## src/rtl/log2sq_pkg.sv

```systemverilog
package log2sq_pkg;

   typedef enum logic {
      ST_IDLE = 1'b0,
      ST_RUN  = 1'b1
   } log2sq_state_e;

   // width needed to hold a bit index of an n-bit word
   function automatic int idx_width(input int n);
      return (n < 2) ? 1 : $clog2(n);
   endfunction

   // width needed to count from 0 up to n inclusive
   function automatic int cnt_width(input int n);
      return (n < 1) ? 1 : $clog2(n + 1);
   endfunction

endpackage

```

## src/rtl/log2sq_lead_enc.sv

```systemverilog
module log2sq_lead_enc #(
   parameter int IN_W  = 16,
   parameter int POS_W = 4
) (
   input  logic [IN_W-1:0]  din,
   output logic [POS_W-1:0] pos,
   output logic             any
);

   if (POS_W < $clog2(IN_W)) begin : g_bad_pos_w
      $error("log2sq_lead_enc: POS_W too narrow for IN_W");
   end

   // highest set bit wins: later iterations overwrite earlier ones
   always_comb begin
      pos = '0;
      any = 1'b0;
      for (int i = 0; i < IN_W; i++) begin
         if (din[i]) begin
            pos = POS_W'(i);
            any = 1'b1;
         end
      end
   end

endmodule

```

## src/rtl/log2sq_norm.sv

```systemverilog
module log2sq_norm #(
   parameter int IN_W    = 16,
   parameter int POS_W   = 4,
   parameter int MANT_FW = 16,
   localparam int MW     = MANT_FW + 1,
   localparam int XW     = (IN_W > MW) ? IN_W : MW
) (
   input  logic [IN_W-1:0]  din,
   input  logic [POS_W-1:0] pos,
   output logic [MW-1:0]    mant
);

   if (IN_W - 1 <= MANT_FW) begin : g_left_only
      // every leading-one index fits: only left shifts are needed
      logic [MW-1:0] ext;
      assign ext = MW'(din);
      always_comb mant = ext << (MANT_FW - int'(pos));
   end else begin : g_both_ways
      // wide operand: high indices shift right and drop low bits
      logic [XW-1:0] ext;
      assign ext = XW'(din);
      always_comb begin
         if (int'(pos) <= MANT_FW) begin
            mant = MW'(ext << (MANT_FW - int'(pos)));
         end else begin
            mant = MW'(ext >> (int'(pos) - MANT_FW));
         end
      end
   end

endmodule

```

## src/rtl/log2sq_step.sv

```systemverilog
module log2sq_step #(
   parameter int MANT_FW = 16,
   localparam int MW     = MANT_FW + 1,
   localparam int SW     = 2 * MW
) (
   input  logic [MW-1:0] mant_in,
   output logic          bit_out,
   output logic [MW-1:0] mant_out
);

   logic [SW-1:0] sq;

   // square of a [1,2) value lies in [1,4); top bit carries weight 2
   assign sq      = SW'(mant_in) * SW'(mant_in);
   assign bit_out = sq[SW-1];

   always_comb begin
      if (bit_out) begin
         mant_out = sq[SW-1:MW];
      end else begin
         mant_out = sq[SW-2:MW-1];
      end
   end

endmodule

```

## src/rtl/log2sq_unit.sv

```systemverilog
module log2sq_unit
   import log2sq_pkg::*;
#(
   parameter int IN_W      = 16,
   parameter int FRAC_BITS = 8,
   parameter int MANT_FW   = 16,
   localparam int INT_W    = idx_width(IN_W),
   localparam int RES_W    = INT_W + FRAC_BITS
) (
   input  logic             clk,
   input  logic             rst_n,
   input  logic             start,
   input  logic [IN_W-1:0]  din,
   output logic             busy,
   output logic             done,
   output logic             error,
   output logic [RES_W-1:0] result
);

   localparam int MW = MANT_FW + 1;
   localparam int CW = cnt_width(FRAC_BITS);

   if (IN_W < 2) begin : g_bad_in_w
      $error("log2sq_unit: IN_W must be at least 2");
   end
   if (FRAC_BITS < 1) begin : g_bad_frac
      $error("log2sq_unit: FRAC_BITS must be at least 1");
   end
   if (MANT_FW < FRAC_BITS) begin : g_bad_mant
      $error("log2sq_unit: MANT_FW must not be below FRAC_BITS");
   end

   log2sq_state_e      state_q;
   logic [CW-1:0]      cnt_q;
   logic [MW-1:0]      mant_q;
   logic [FRAC_BITS-1:0] frac_q;
   logic [INT_W-1:0]   int_q;
   logic               zero_q;
   logic               done_q;
   logic               err_out_q;
   logic [RES_W-1:0]   res_q;

   logic [INT_W-1:0]   lead_pos;
   logic               lead_any;
   logic [MW-1:0]      norm_mant;
   logic               step_bit;
   logic [MW-1:0]      step_mant;
   logic [FRAC_BITS-1:0] frac_next;
   logic               accept;
   logic               last_step;

   log2sq_lead_enc #(
      .IN_W  (IN_W),
      .POS_W (INT_W)
   ) i_lead (
      .din (din),
      .pos (lead_pos),
      .any (lead_any)
   );

   log2sq_norm #(
      .IN_W    (IN_W),
      .POS_W   (INT_W),
      .MANT_FW (MANT_FW)
   ) i_norm (
      .din  (din),
      .pos  (lead_pos),
      .mant (norm_mant)
   );

   log2sq_step #(
      .MANT_FW (MANT_FW)
   ) i_step (
      .mant_in  (mant_q),
      .bit_out  (step_bit),
      .mant_out (step_mant)
   );

   assign accept    = start && (state_q == ST_IDLE);
   assign last_step = (state_q == ST_RUN) && (cnt_q == CW'(FRAC_BITS - 1));

   if (FRAC_BITS == 1) begin : g_frac_one
      assign frac_next = step_bit;
   end else begin : g_frac_many
      assign frac_next = {frac_q[FRAC_BITS-2:0], step_bit};
   end

   always_ff @(posedge clk or negedge rst_n) begin
      if (!rst_n) begin
         state_q   <= ST_IDLE;
         cnt_q     <= '0;
         mant_q    <= '0;
         frac_q    <= '0;
         int_q     <= '0;
         zero_q    <= 1'b0;
         done_q    <= 1'b0;
         err_out_q <= 1'b0;
         res_q     <= '0;
      end else begin
         done_q <= 1'b0;
         if (accept) begin
            state_q <= ST_RUN;
            cnt_q   <= '0;
            mant_q  <= norm_mant;
            frac_q  <= '0;
            int_q   <= lead_pos;
            zero_q  <= !lead_any;
         end else if (state_q == ST_RUN) begin
            mant_q <= step_mant;
            frac_q <= frac_next;
            cnt_q  <= cnt_q + CW'(1);
            if (last_step) begin
               state_q   <= ST_IDLE;
               done_q    <= 1'b1;
               err_out_q <= zero_q;
               res_q     <= zero_q ? '0 : {int_q, frac_next};
            end
         end
      end
   end

   assign busy   = (state_q == ST_RUN);
   assign done   = done_q;
   assign error  = err_out_q;
   assign result = res_q;

   AST_ACCEPT_RAISES_BUSY: assert property (@(posedge clk) disable iff (!rst_n)
      (start && !busy) |=> busy);
   AST_DONE_SINGLE: assert property (@(posedge clk) disable iff (!rst_n)
      done |=> !done);
   AST_DONE_NOT_BUSY: assert property (@(posedge clk) disable iff (!rst_n)
      busy |-> !done);
   AST_STEP_BOUND: assert property (@(posedge clk) disable iff (!rst_n)
      busy |-> (int'(cnt_q) < FRAC_BITS));
   AST_MANT_NORMAL: assert property (@(posedge clk) disable iff (!rst_n)
      (busy && !zero_q) |-> mant_q[MW-1]);
   AST_ZERO_MIN_CODE: assert property (@(posedge clk) disable iff (!rst_n)
      (done && error) |-> (result == '0));
   AST_RESULT_HELD: assert property (@(posedge clk) disable iff (!rst_n)
      !busy |=> ($stable(result) && $stable(error)));

endmodule

```

## config.mk

```make
export PLATFORM = sky130hd
export DESIGN_NAME = log2sq_unit
export DESIGN_NICKNAME = d
export VERILOG_FILES = /design/src/rtl/log2sq_pkg.sv /design/src/rtl/log2sq_lead_enc.sv /design/src/rtl/log2sq_norm.sv /design/src/rtl/log2sq_step.sv /design/src/rtl/log2sq_unit.sv
export SDC_FILE = /design/constraint.sdc
export NUM_CORES = 1
export LEC_CHECK = 0
export ABC_AREA = 1
export BUFFER_PORTS_ARGS = -buffer_cell sky130_fd_sc_hd__buf_4
export CAP_MARGIN = 0
export CORE_MARGIN = 3
export CORE_UTILIZATION = 59
export DETAILED_ROUTE_END_ITERATION = 7
export GPL_TIMING_DRIVEN = 0
export PLACE_DENSITY = 0.76
export SKIP_LAST_GASP = 1
export SLEW_MARGIN = 20
export SYNTH_ARGS = -nofsm -noshare
export SYNTH_HDL_FRONTEND = slang
export SYNTH_SLANG_ARGS = --single-unit
export TNS_END_PERCENT = 10
```

## constraint.sdc

```tcl
create_clock -name clk -period 16.5 [get_ports clk]
set_input_delay 2.475 -clock clk [delete_from_list [all_inputs] [get_ports clk]]
set_output_delay 2.475 -clock clk [all_outputs]
set_load 0.02 [all_outputs]
```

==> results of run 1 <==
layout make-up:
type / instances / area, um2
multi-input cells: 998 / 8467
fillers: 1685 / 6690
inverters: 385 / 1445
flip-flops and latches: 48 / 1201
well taps: 260 / 325.3
plain buffers: 52 / 260.3
repair buffers: 33 / 247.7
clock buffers: 5 / 125.1
clock inverters: 3 / 68.82
logic make-up (layout without fill, tap and decap cells):
| group | Yosys count | after routing | share of synthesized area |
|---|---|---|---|
| XOR/XNOR | 27 | 27 | 0.02145 |
| adder cells (fa/ha/maj) | 300 | 300 | 0.4541 |
| AND/OR/NAND/NOR | 524 | 524 | 0.1932 |
| buffers and inverters | 437 | 478 | 0.1499 |
| flip-flops | 48 | 48 | 0.1056 |
| AO/OA/AOI/OAI | 147 | 147 | 0.07569 |
sequential cells by signal, summed over array words and instances, names as in the netlist:
signal / count
frac_q: 7
mant_q: 17
cnt_q: 4
busy: 1
zero_q: 1
done: 1
int_q: 4
error: 1
result: 12
cell usage in the layout, fill, tap and decap left out, types with 3 or more instances in the layout:
master	netlist	routed
a21o_1	3	3
a21oi_1	53	53
nor2_1	61	61
nand2_1	341	341
clkbuf_16	0	5
buf_2	4	4
o21ai_1	10	10
xor2_1	12	12
or2_2	4	4
nor3_1	11	11
o21a_1	6	6
nand4_1	10	10
o21bai_1	3	3
o22ai_1	7	7
xnor2_1	14	14
dfrtp_1	48	48
inv_1	383	383
nand3_1	78	78
buf_6	7	7
ha_1	112	112
buf_1	4	4
a31oi_1	3	3
o211ai_1	4	4
buf_4	2	35
nand2_4	3	3
a22o_1	3	3
o21ai_0	40	40
clkbuf_1	35	35
nand2_2	6	6
fa_1	188	188
final timing paths:
kind / from / to / slack [ns] / depth (start not counted)
max: mant_q[7] / mant_q[15] / 9.24 / 25
min: result[2] / result[2] / 0.49 / 2
max reg2reg: mant_q[7] / mant_q[15] / 9.24 / 25
min reg2reg: result[2] / result[2] / 0.49 / 2
max in group asynchronous: rst_n / mant_q[6] / 13.88 / 1
min in group asynchronous: rst_n / int_q[0] / 2.20 / 1
tightest hold or removal path, cell delays in order, from the launching register on:
cell	delay [ns]
dfrtp_1	0.35
nand2_1	0.05
o21ai_0	0.06
layer usage:
layer | wire (um) | global-route usage | vias up
li1 | - | - | 4525
met1 | 11890 | 0.3860 | 4648
met2 | 14160 | 0.4961 | 294
met3 | 1708 | 0.03188 | 36
met4 | 546 | 0.05842 | 0
met5 | 0 | 0 | -
through the flow:
step | cells | worst slack, ns | instance area, um2 | util | hold slack (ns)
2_1_floorplan | 1483 | 10.64 | 11370 | - | 0.4539
3_3_place_gp | 1776 | 9.452 | 11950 | 0.6344 | 0.4680
3_5_place_dp | 1776 | 9.338 | 11950 | 0.6344 | 0.4740
4_1_cts | 1784 | 9.324 | 12140 | 0.6447 | 0.4906
5_1_grt | 1784 | 8.945 | 12140 | 0.6447 | 0.5058
6_report | 1784 | 9.243 | 12140 | 0.6447 | 0.4883
==> impl_metrics.tcl, run 1 <==
set metrics [dict create \
    cp_slowest_stage_delay_ns 0.66 \
    final.setup.tns_ns 0 \
    cp.arrival_ns 7.42 \
    ant_nets 0 \
    fin_crit_ns 7.257 \
    portBuffers 33 \
    crit_path_start_kind "flop" \
    clkTransAtPathRegs_ns 0.07 \
    status "finished, final reports clean" \
    yosysMostFrequentCell "inv_1" \
    cts_resized 0 \
    dieWidth_um 144.8 \
    std_cell_rows 50 \
    hpwlAfterDp_mm 23.73 \
    h-tree-depth 2 \
    synth_area_um2 11370 \
    globalplace.congestion 0.9460 \
    cts_buffers 5 \
    synth_top_area_share 0.3309 \
    vias 9503 \
    clkSinkCount 48 \
    crit_slowest_cell "clkbuf_1" \
    core_um2 18830 \
    routed_via_density 5.327 \
    drt_iter0_drc 516 \
    ys.flop_type "dfrtp_1" \
    postCtsSetupRepairBufs 0 \
    drv_slew 0 \
    track_usage 0.2844 \
    criticalPathCategory "reg -> reg" \
    slew_headroom 0.4145 \
    grt-ovfl-total 0 \
    antenna_found_initial 0 \
    yosysTopAreaCell "fa_1" \
    rsz0062_at_grt "false" \
    drive_above_1_share 0.05249 \
    ys.warnings.count 0 \
    synth_seq_cells 48 \
    cp_data_required_time_ns 16.66 \
    synthDistinctLibCells 52 \
    cts_tree "yes" \
    die_h_um 144.8 \
    grt_max_degree 49 \
    grt_pass1_vias 9670 \
    syn2layout_area_growth_pct 6.744 \
    cts_max_path_buffers 2 \
    min_period_over_period 0.4398 \
    worst_pin_slew_ns 0.8783 \
    route.detailed.wl_per_inst_um 15.87 \
    worst_skew_pair.late_latency_ns 0.28 \
    postCtsHoldBufs 0 \
    synth.avg_cell_area_um2 7.669 \
    setup_viol 0 \
    drtPass1Iterations 5 \
    wl_mm 28.31 \
    maxCapViolations 0 \
    num_io_pins 34 \
    cpLargestDelayFamily "adder cells" \
    finalHoldViolations 0 \
    initial_core_util 0.6040 \
    max_freq_mhz 137.8 \
    hold_class "reg -> reg" \
    synthesis.nets 1802 \
    netlist_instances 1483 \
    grt_pass1_wl_mm 47.04 \
    cts_root_buffer "clkbuf_16" \
    seq_area_frac_synth 0.1056 \
    async_flop_share 1.000 \
    antenna_cells 0 \
    worst_clock_skew_ns 0.005049 \
    endpoint_kind "flop" \
    synth_common_cells "383 x inv_1, 341 x nand2_1, 188 x fa_1" \
    synth_edf_count 0 \
    nets 1842 \
    synthTopCellsByArea "fa_1 33%, inv_1 13%, ha_1 12%" \
    drc_errors 0 \
    die_area_um2 20980 \
    path_buf_inv 8 \
    critPathMaxFanout 10 \
]
Power of run 1 is left out: the tool's default activity adds up to more than one toggle a clock period on the data nets, which glitch-free logic cannot reach.
==> run 2: changes to the inputs <==
--- a/config.mk
+++ b/config.mk
@@ -5,14 +5,14 @@
 export SDC_FILE = /design/constraint.sdc
 export NUM_CORES = 1
 export LEC_CHECK = 0
-export ABC_AREA = 1
+export ABC_AREA = 0
 export BUFFER_PORTS_ARGS = -buffer_cell sky130_fd_sc_hd__buf_4
 export CAP_MARGIN = 0
 export CORE_MARGIN = 3
 export CORE_UTILIZATION = 59
 export DETAILED_ROUTE_END_ITERATION = 7
 export GPL_TIMING_DRIVEN = 0
-export PLACE_DENSITY = 0.76
+export PLACE_DENSITY = 0.79
 export SKIP_LAST_GASP = 1
 export SLEW_MARGIN = 20
 export SYNTH_ARGS = -nofsm -noshare
==> constraint.sdc (replaced) <==
create_clock -name clk -period 6.2 [get_ports clk]
set_input_delay 0.93 -clock clk [delete_from_list [all_inputs] [get_ports clk]]
set_output_delay 0.93 -clock clk [all_outputs]
set_load 0.02 [all_outputs]
==> run 2 against run 1 <==
The flow now finishes with violations (negative setup slack). Maximum frequency is 12% higher. Sequential share of layout area down 0.46 points. Setup slack lost 9.5 ns. Non-clock buffer count rose by 47. Count of clock-buffer cells in the layout grew 1. Die area fell by 0.85%. Register-to-register slack worse by 9.5 ns. Sequential cell count unchanged. Critical endpoint is now mant_q[12].
==> impl_metrics.tcl, run 2 <==
set metrics [dict create \
    grt_pass1_vias 9828 \
    portBuffers 30 \
    yosysTopAreaCell "fa_1" \
    dieWidth_um 144.2 \
    multi_input_comb_area_um2 9025 \
    cts_root_buffer "clkbuf_16" \
    yosysMostFrequentCell "inv_1" \
    utilization 0.7016 \
    die_area_um2 20800 \
    worst_pin_slew_ns 0.6638 \
    layout_setup_ws_ns -0.2783 \
    setup_viol 18 \
    track_usage 0.2916 \
    grt-ovfl-total 0 \
    die_h_um 144.2 \
    clkTransAtPathRegs_ns 0.07 \
    final_cell_mix "280 x inv_1, 181 x fa_1, 124 x nand2_1" \
    cp.arrival_ns 6.65 \
    max_freq_mhz 154.4 \
    regArea_um2 1217 \
    worst_skew_pair.late_latency_ns 0.29 \
    synthMuxAreaShare 0.03896 \
    synth_edf_count 0 \
    nets 1662 \
    async_flop_share 1.000 \
    netlist_instances 1251 \
    route.detailed.wl_per_inst_um 18.62 \
    cp_data_required_time_ns 6.37 \
    synth-compound-area-share 0.1188 \
    violations "negative setup slack" \
    synth_common_cells "288 x inv_1, 188 x fa_1, 130 x nand2_1" \
    worst_clock_skew_ns 0.006402 \
    antenna_cells 0 \
    cts_max_path_buffers 2 \
    yosys.area_share.simple 0.1354 \
    ant_nets 0 \
    synth_top_family_by_area "adder cells" \
    cts_buffers 5 \
    drv_slew 0 \
    syn2layout_area_growth_pct 14.49 \
    drtPass1Iterations 6 \
    initial_core_util 0.6129 \
    endpoint_kind "flop" \
    drc_errors 0 \
    critPathMaxFanout 7 \
    std_cell_rows 49 \
    fin_crit_ns 6.478 \
    synth.avg_cell_area_um2 9.010 \
    drt_iter0_drc 751 \
    clkSinkCount 48 \
    crit_path_start_kind "flop" \
    ys.warnings.count 0 \
    ys.flop_type "dfrtp_1" \
    synthesis.nets 1570 \
    slew_headroom 0.5558 \
    min_period_over_period 1.045 \
    antenna_found_initial 0 \
    globalplace.congestion 0.9339 \
    synthTopCellsByArea "fa_1 33%, ha_1 12%, dfrtp_1 11%" \
    rsz0062_at_grt "true" \
    wl_mm 29.29 \
    grt_max_degree 49 \
    synth_top_area_share 0.3339 \
    synthAdderAreaFrac 0.4582 \
    hold_class "reg -> reg" \
    vias 9264 \
    hpwlAfterDp_mm 22.03 \
    routed_via_density 5.889 \
    postCtsHoldBufs 0 \
    grt_pass1_wl_mm 48.39 \
    finalHoldViolations 0 \
    synth_xor_area_frac 0.02764 \
    top_register "mant_q" \
    drive_above_1_share 0.1682 \
    h-tree-depth 2 \
    core_um2 18390 \
    cts_tree "yes" \
    num_io_pins 34 \
    synth_area_um2 11270 \
    whs_ns 0.4782 \
    layout_commonest_cell "inv_1" \
    largest_reg_flops 17 \
    seq_area_frac_synth 0.1066 \
    maxCapViolations 0 \
    synth_seq_cells 48 \
    status "finished, violations left" \
    synthDistinctLibCells 81 \
    criticalPathCategory "reg -> reg" \
    fill_cells 1355 \
]
## run 2: logic make-up (layout without fill, tap and decap cells)
| group | Yosys count | count (layout) |
|---|---|---|
| buffers and inverters | 335 | 428 |
| xor gates and xnor gates | 33 | 33 |
| and+or+nand+nor | 307 | 307 |
| AOI/OAI and AO/OA | 197 | 197 |
| DFF | 48 | 48 |
| adders and majority gates | 300 | 300 |
| muxes | 31 | 31 |
## run 2: what timing repair did
item | CTS | global route
setup buffers | 49 | 8
pin swaps | 38 | 32
endpoints found under the setup margin | 19 | 19
gates resized for setup | 91 | 33
## run 2: final timing paths
check,depth (start not counted),endpoint,slack [ns],from
worst min register to register,2,result[6],0.48,result[6]
min in group asynchronous,1,int_q[2],0.65,rst_n
worst min-delay path,2,result[6],0.48,result[6]
max in group asynchronous,1,mant_q[11],5.11,rst_n
worst max-delay path,25,mant_q[12],-0.28,mant_q[7]
worst max register to register,25,mant_q[12],-0.28,mant_q[7]
## run 2: routing by layer
metal,part of all wire,global-route usage,routed length [um]
met1,0.39,0.3851,11480
met2,0.49,0.5020,14410
met3,0.082,0.04993,2401
met4,0.034,0.07707,998
met5,0,0,0
## run 2: cell type report
cell class | instances | area share
multi-input cells | 868 | 0.6993
clock inverters | 2 | 0.001067
well taps | 229 | 0.02220
plain buffers | 45 | 0.03200
flip-flops and latches | 48 | 0.09434
inverters | 288 | 0.08406
clock buffers | 6 | 0.01076
repair buffers | 87 | 0.05623
## run 2: through the flow
stage | setup TNS [ns] | area (um2) | setup WS, ns | std cells
after floorplan | 0 | 11330 | 0.01831 | 1251
after global placement | -13.89 | 11850 | -0.9605 | 1510
after detailed placement | -15.15 | 11850 | -1.014 | 1510
after CTS | -1.515 | 12760 | -0.1817 | 1566
after global routing | -7.212 | 12900 | -0.4781 | 1573
final | -3.554 | 12900 | -0.2783 | 1573
## run 2: critical path, stage by stage (launching register included)
cell	delay [ns]
dfrtp_2	0.45
buf_12	0.14
clkbuf_16	0.16
buf_6	0.12
nand2_4	0.05
fa_1	0.46
fa_1	0.54
inv_2	0.04
fa_1	0.57
fa_2	0.45
fa_1	0.53
inv_2	0.04
fa_1	0.53
inv_2	0.06
ha_4	0.28
and3_4	0.17
nand4_1	0.18
buf_4	0.22
nor2_4	0.10
o21ai_4	0.10
nand2_4	0.12
buf_6	0.12
o21ai_4	0.08
nor2_4	0.23
mux2_4	0.32
a221o_1	0.29
Power of run 2 is left out for the same reason.
